**config.mk**
```make
export PLATFORM = sky130hd
export DESIGN_NAME = sram_async_ctrl
export DESIGN_NICKNAME = d
export VERILOG_FILES = /design/src/rtl/sram_ctrl_pkg.sv /design/src/rtl/sram_phase_timer.sv /design/src/rtl/sram_ctrl_fsm.sv /design/src/rtl/sram_ctrl_datapath.sv /design/src/rtl/sram_async_ctrl.sv
export SDC_FILE = /design/constraint.sdc
export NUM_CORES = 1
export LEC_CHECK = 0
export ABC_AREA = 1
export ABC_CLOCK_PERIOD_IN_PS = 1800
export CORE_MARGIN = 5
export CORE_UTILIZATION = 42
export CTS_BUF_LIST = sky130_fd_sc_hd__clkbuf_2
export CTS_CLUSTER_DIAMETER = 60
export CTS_CLUSTER_SIZE = 12
export DETAILED_ROUTE_END_ITERATION = 6
export DONT_BUFFER_PORTS = 1
export SETUP_SLACK_MARGIN = 0.2
export SYNTH_ARGS = -nofsm -noshare
export SYNTH_HDL_FRONTEND = slang
export SYNTH_SLANG_ARGS = --single-unit
```
**constraint.sdc**
```tcl
create_clock -name clk -period 1.8 [get_ports clk]
set_clock_uncertainty 0.2 [all_clocks]
set_input_delay 0.18 -clock clk [delete_from_list [all_inputs] [get_ports clk]]
set_output_delay 0.18 -clock clk [all_outputs]
set_load 0.02 [all_outputs]
```
**src/rtl/sram_ctrl_pkg.sv**
```systemverilog
// Shared types and elaboration-time helpers for the asynchronous RAM controller.
// Assumes all timing limits are given in whole nanoseconds.
package sram_ctrl_pkg;

    typedef enum logic [2:0] {
        ST_IDLE,
        ST_RD_ACCESS,
        ST_RD_CAPTURE,
        ST_WR_SETUP,
        ST_WR_PULSE,
        ST_WR_RECOVER
    } ctrl_state_e;

    // Rounds a nanosecond limit up to whole clock cycles, never below one.
    function automatic int unsigned ns_to_cycles(input int unsigned lim_ns,
                                                 input int unsigned period_ns);
        int unsigned c;
        c = (lim_ns + period_ns - 1) / period_ns;
        return (c == 0) ? 1 : c;
    endfunction

    // Larger of two counts.
    function automatic int unsigned max_cyc(input int unsigned a, input int unsigned b);
        return (a > b) ? a : b;
    endfunction

endpackage

```
**src/rtl/sram_phase_timer.sv**
```systemverilog
// Down-counter that times one strobe phase.
// Loaded with (length - 1) on the edge that starts a phase; 'expired' is high
// in the last cycle of the phase. Assumes load values fit in CNT_W bits.
module sram_phase_timer #(
    parameter int CNT_W = 4
) (
    input  logic             clk,
    input  logic             rst_n,
    input  logic             load,
    input  logic [CNT_W-1:0] load_val,
    output logic             expired
);
    logic [CNT_W-1:0] cnt_q;

    // Load a new phase length or count down towards zero.
    always_ff @(posedge clk) begin
        if (!rst_n) begin
            cnt_q <= '0;
        end else if (load) begin
            cnt_q <= load_val;
        end else if (cnt_q != '0) begin
            cnt_q <= cnt_q - 1'b1;
        end
    end

    // Phase is over when the count has reached zero.
    always_comb expired = (cnt_q == '0);

endmodule

```
**src/rtl/sram_ctrl_fsm.sv**
```systemverilog
// Access sequencer: walks a read or write through its timed phases and
// drives the registered chip select and write strobe.
// Assumes every *_CYC parameter is at least 1 and fits in CNT_W bits.
module sram_ctrl_fsm
    import sram_ctrl_pkg::*;
#(
    parameter int SU_CYC = 1,
    parameter int PW_CYC = 2,
    parameter int RC_CYC = 1,
    parameter int RD_CYC = 2,
    parameter int CNT_W  = 4
) (
    input  logic             clk,
    input  logic             rst_n,
    input  logic             req_valid,
    input  logic             req_write,
    input  logic             phase_done,
    output logic             ready,
    output logic             accept,
    output logic             timer_load,
    output logic [CNT_W-1:0] timer_val,
    output logic             capture,
    output logic             ce_n,
    output logic             we_n
);
    localparam logic [CNT_W-1:0] SU_LD = CNT_W'(SU_CYC - 1);
    localparam logic [CNT_W-1:0] PW_LD = CNT_W'(PW_CYC - 1);
    localparam logic [CNT_W-1:0] RC_LD = CNT_W'(RC_CYC - 1);
    localparam logic [CNT_W-1:0] RD_LD = CNT_W'(RD_CYC - 1);

    ctrl_state_e state_q, state_d;
    logic        ce_n_d, we_n_d;

    // Handshake and capture strobes come straight from the state.
    always_comb begin
        ready   = (state_q == ST_IDLE);
        accept  = ready && req_valid;
        capture = (state_q == ST_RD_CAPTURE);
    end

    // Next state, next strobe levels and timer reloads.
    always_comb begin
        state_d    = state_q;
        ce_n_d     = ce_n;
        we_n_d     = we_n;
        timer_load = 1'b0;
        timer_val  = '0;
        unique case (state_q)
            ST_IDLE: begin
                if (req_valid) begin
                    ce_n_d     = 1'b0;
                    timer_load = 1'b1;
                    if (req_write) begin
                        state_d   = ST_WR_SETUP;
                        timer_val = SU_LD;
                    end else begin
                        state_d   = ST_RD_ACCESS;
                        timer_val = RD_LD;
                    end
                end
            end
            ST_RD_ACCESS: begin
                if (phase_done) state_d = ST_RD_CAPTURE;
            end
            ST_RD_CAPTURE: begin
                ce_n_d  = 1'b1;
                state_d = ST_IDLE;
            end
            ST_WR_SETUP: begin
                if (phase_done) begin
                    we_n_d     = 1'b0;
                    timer_load = 1'b1;
                    timer_val  = PW_LD;
                    state_d    = ST_WR_PULSE;
                end
            end
            ST_WR_PULSE: begin
                if (phase_done) begin
                    we_n_d     = 1'b1;
                    timer_load = 1'b1;
                    timer_val  = RC_LD;
                    state_d    = ST_WR_RECOVER;
                end
            end
            ST_WR_RECOVER: begin
                if (phase_done) begin
                    ce_n_d  = 1'b1;
                    state_d = ST_IDLE;
                end
            end
            default: begin
                ce_n_d  = 1'b1;
                we_n_d  = 1'b1;
                state_d = ST_IDLE;
            end
        endcase
    end

    // State and strobe registers; strobes are inactive after reset.
    always_ff @(posedge clk) begin
        if (!rst_n) begin
            state_q <= ST_IDLE;
            ce_n    <= 1'b1;
            we_n    <= 1'b1;
        end else begin
            state_q <= state_d;
            ce_n    <= ce_n_d;
            we_n    <= we_n_d;
        end
    end

endmodule

```
**src/rtl/sram_ctrl_datapath.sv**
```systemverilog
// Holds the address and write bit for the RAM pins during an access, and
// registers the read bit with its one-cycle valid pulse.
// Assumes 'accept' only rises while no access is running.
module sram_ctrl_datapath #(
    parameter int ADDR_W = 16
) (
    input  logic              clk,
    input  logic              rst_n,
    input  logic              accept,
    input  logic [ADDR_W-1:0] req_addr,
    input  logic              req_wdata,
    input  logic              capture,
    input  logic              ram_dout,
    output logic [ADDR_W-1:0] ram_addr,
    output logic              ram_din,
    output logic              rsp_valid,
    output logic              rsp_rdata
);
    // Latch the request address and data; they then hold until the next accept.
    always_ff @(posedge clk) begin
        if (!rst_n) begin
            ram_addr <= '0;
            ram_din  <= 1'b0;
        end else if (accept) begin
            ram_addr <= req_addr;
            ram_din  <= req_wdata;
        end
    end

    // Sample the RAM output at the end of a read and flag it for one cycle.
    always_ff @(posedge clk) begin
        if (!rst_n) begin
            rsp_valid <= 1'b0;
            rsp_rdata <= 1'b0;
        end else begin
            rsp_valid <= capture;
            if (capture) rsp_rdata <= ram_dout;
        end
    end

endmodule

```
**src/rtl/sram_async_ctrl.sv**
```systemverilog
// Top level: clocked valid/ready host port to a 64K x 1 asynchronous RAM.
// Phase lengths are derived from nanosecond limits and the clock period at
// elaboration. Assumes the RAM pins are registered here and used directly.
module sram_async_ctrl
    import sram_ctrl_pkg::*;
#(
    parameter int ADDR_W       = 16,
    parameter int CLK_NS       = 10,
    parameter int T_ADDR_SU_NS = 0,
    parameter int T_WE_PW_NS   = 12,
    parameter int T_DATA_SU_NS = 10,
    parameter int T_CYCLE_NS   = 15,
    parameter int T_ACCESS_NS  = 15
) (
    input  logic              clk,
    input  logic              rst_n,
    input  logic              req_valid,
    output logic              req_ready,
    input  logic              req_write,
    input  logic [ADDR_W-1:0] req_addr,
    input  logic              req_wdata,
    output logic              rsp_valid,
    output logic              rsp_rdata,
    output logic              sram_ce_n,
    output logic              sram_we_n,
    output logic [ADDR_W-1:0] sram_addr,
    output logic              sram_din,
    input  logic              sram_dout
);
    localparam int SU_CYC  = ns_to_cycles(T_ADDR_SU_NS, CLK_NS);
    localparam int PW_CYC  = max_cyc(ns_to_cycles(T_WE_PW_NS, CLK_NS),
                                     ns_to_cycles(T_DATA_SU_NS, CLK_NS));
    localparam int WC_CYC  = ns_to_cycles(T_CYCLE_NS, CLK_NS);
    localparam int RC_CYC  = (WC_CYC > SU_CYC + PW_CYC) ? (WC_CYC - SU_CYC - PW_CYC) : 1;
    localparam int RD_CYC  = ns_to_cycles(T_ACCESS_NS, CLK_NS);
    localparam int MAX_CYC = max_cyc(max_cyc(SU_CYC, PW_CYC), max_cyc(RC_CYC, RD_CYC));
    localparam int CNT_W   = $clog2(MAX_CYC + 1);

    logic             accept, capture, phase_done, timer_load;
    logic [CNT_W-1:0] timer_val;

    sram_ctrl_fsm #(
        .SU_CYC(SU_CYC), .PW_CYC(PW_CYC), .RC_CYC(RC_CYC),
        .RD_CYC(RD_CYC), .CNT_W(CNT_W)
    ) u_fsm (
        .clk(clk), .rst_n(rst_n), .req_valid(req_valid), .req_write(req_write),
        .phase_done(phase_done), .ready(req_ready), .accept(accept),
        .timer_load(timer_load), .timer_val(timer_val), .capture(capture),
        .ce_n(sram_ce_n), .we_n(sram_we_n)
    );

    sram_phase_timer #(.CNT_W(CNT_W)) u_timer (
        .clk(clk), .rst_n(rst_n), .load(timer_load),
        .load_val(timer_val), .expired(phase_done)
    );

    sram_ctrl_datapath #(.ADDR_W(ADDR_W)) u_dp (
        .clk(clk), .rst_n(rst_n), .accept(accept), .req_addr(req_addr),
        .req_wdata(req_wdata), .capture(capture), .ram_dout(sram_dout),
        .ram_addr(sram_addr), .ram_din(sram_din),
        .rsp_valid(rsp_valid), .rsp_rdata(rsp_rdata)
    );

endmodule

```
==> results.ini <==
[routing]
drt_pre_antenna_iters = 4
remaining_drc_errors = 0
drt.antenna.violating_nets = 0
viasPerCell = 5.55
drtIter0Drc = 98
vias_after_detailed_routing = 1087
total_routed_length_mm = 2.94
wire_per_inst_um = 15.0

[global_route]
grt_overflow = 0
grt_max_degree = 23
gr-usage-all-layers_pct = 14.6
number_of_antenna_violations_at_the_first_check_in_global_routing = 0
first_global_vias = 1007
grt_first_pass_wirelength_mm = 4.71

[logic_synthesis]
synthDominantCellAreaShare_pct = 44.3
synthesis.nets = 167
synth_area_um2 = 1180
synth_seq_area_share_pct = 44.3
ys_types = 20
synth.area.top_cells = sky130_fd_sc_hd__dfxtp_1, sky130_fd_sc_hd__nand3_1, sky130_fd_sc_hd__a21oi_1, sky130_fd_sc_hd__nand2_1, sky130_fd_sc_hd__buf_6
post-synth-top-area-cell = sky130_fd_sc_hd__dfxtp_1
count_of_warnings_emitted_by_yosys = 0
postSynthAreaPerCell_um2 = 8.17
yosys_register_bits = 26
post_synth_inst_count = 144

[clock_tree]
cts-buffers-inserted = 3
cts_sinks = 26
cts_max_level = 1
cell_chosen_for_the_clock_root = sky130_fd_sc_hd__clkbuf_2
tritoncts = yes
clock_pin_slew_reported_for_the_worst_setup_and_hold_paths_after_clock_tree_synthesis_ns = 0.24
worstSkewPairLatency_ns = 0.37
cts.path.max_buffers = 2

[setup_path]
slowest_delay_ns = 0.43
timing.critical_path.fanout_max = 6
end_kind = primary output
start_kind = flop
ff2ff_setup_slack_ns = 0.30
worst-endpoint-arrival_ns = 1.15
required_ns = 1.42
critPathSlowestCell = sky130_fd_sc_hd__dfxtp_4
criticalPathCategory = flop to primary output
path_cells = inv_4, nand2_4, nor2_8, buf_6

[layout]
post_route_cells_drive_above_1_share_pct = 11.5
filler_cell_count = 257
area_growth_pct = 21.9
diodes = 0
nNetsFinal = 189
final_common_cell = sky130_fd_sc_hd__nand2_1
fin_util_pct = 52.9
final_cell_mix = sky130_fd_sc_hd__nand2_1, sky130_fd_sc_hd__nand3_1, sky130_fd_sc_hd__a21oi_1, sky130_fd_sc_hd__dfxtp_1, sky130_fd_sc_hd__dlygate4sd3_1
cell_area_after_layout_um2 = 1430

[hold_path]
hp-class = input pin to flop

[sta]
fmax_mhz = 651
setup_viol_count_final = 0
hold_viol_final = 0
finalHoldWorstSlack_ns = 0.0698
period_needed_ns = 1.53
rsz_0062_raised_after_global_routing = false
final.setup.tns_ns = 0
slew_viol_final = 0
relSlewSlack_pct = 45.1
post-route-period-util_pct = 85.3
worst_slew_pin_slew_ns = 0.823

[floorplan]
design.die.area_um2 = 3960
die_width_um = 62.9
row_count = 19
floorplan.core_area_um2 = 2710
io_pins = 44
die-height_um = 62.9
floorplan.initialDensity_pct = 43.4

[power_and_ir_drop]
power_leakage_nw = 0.561
cellPowerDensity_nw_per_um2 = 1490
peakVddDrop_uv = 861
design_power_total_mw = 2.14

[placement]
dp_hpwl_mm = 1.78
post_dp_cell_area_um2 = 1110
buffer_ports.inserted = 0
weighted_congestion_reported_at_the_end_of_routability_driven_placement = 0.856

[status]
run_status = complete, no violations

[flow_run]
max-cap-violations = 0

-- stage by stage --
step	instances	setup slack, ns
global placement	166	0.257
detailed placement	166	0.210
CTS	195	0.206
global route	196	0.202
finish	196	0.265
floorplan	144	0.468
-- layout make-up --
type                       instances  area [µm²]  area share (%)
inverter                           9        41.3            2.88
multi-input combinational        100         522            36.4
timing repair buffer              26         256            17.9
tap                               31        38.8            2.71
clock buffer                       3        15.0            1.05
sequential                        26         531            37.0
clock inverter                     1        30.0            2.09
-- layer usage --
metal	GRT usage (%)	up-vias	wire length, µm
met4	4.77	0	46
met5	0	-	0
met3	4.50	7	232
met1	17.5	504	1230
met2	24.5	47	1430
li1	-	529	-
-- synthesized netlist by cell type, drive strengths merged --
| cell | number |
|---|---|
| a21oi | 24 |
| buf | 6 |
| clkbuf | 4 |
| dfxtp | 26 |
| ha | 1 |
| inv | 9 |
| nand2 | 29 |
| nand3 | 26 |
| nand4 | 4 |
| nor2 | 6 |
| nor3 | 2 |
| o211ai | 1 |
| o21ai | 5 |
| xnor2 | 1 |
-- critical path, delay by kind of cell, from the launching register on --
family,cells,cell delay [ns]
simple gates,2,0.18
buf+inv,2,0.19
flops,1,0.43
-- timing repair --
| item | CTS | global route |
|---|---|---|
| endpoints found under the hold margin | 24 | 0 |
| setup buffers | 2 | 1 |
| hold buffers | 22 | 0 |
| resized for setup | 5 | 5 |
| cloned | 1 | 0 |
| pin swaps | 1 | 1 |
| setup endpoints to repair | 2 | 24 |
-- logic make-up (layout without fill, tap and decap cells) --
group | after synthesis | count (layout) | synth area share, %
simple gates | 67 | 68 | 27.9
buf+inv | 19 | 39 | 13.1
compound gates | 30 | 30 | 13.0
fa+ha+maj | 1 | 1 | 1.06
xor+xnor | 1 | 1 | 0.745
flops | 26 | 26 | 44.3
-- where the power goes --
group,internal (mW),switching (mW)
logic,0.331,0.514
registers,0.711,0.208
clock network,0.191,0.188
total,1.23,0.909
-- state kept, by name, summed over array words and instances, names as in the netlist --
name            flops
u_fsm.state_q       3
u_fsm.ce_n          1
u_dp.rsp_valid      1
u_dp.rsp_rdata      1
u_fsm.we_n          1
u_timer.cnt_q       2
u_dp.ram_addr      16
u_dp.ram_din        1
-- final timing paths --
path | endpoint | start | cells past startpoint
hold / removal | u_dp.rsp_valid | rst_n | 2
setup reg to reg | u_timer.cnt_q[0] | u_fsm.state_q[1] | 7
setup / recovery | req_ready | u_fsm.state_q[1] | 4
hold reg to reg | u_dp.rsp_rdata | u_dp.rsp_rdata | 2
Note: power is estimated with default switching activity, not from simulation.
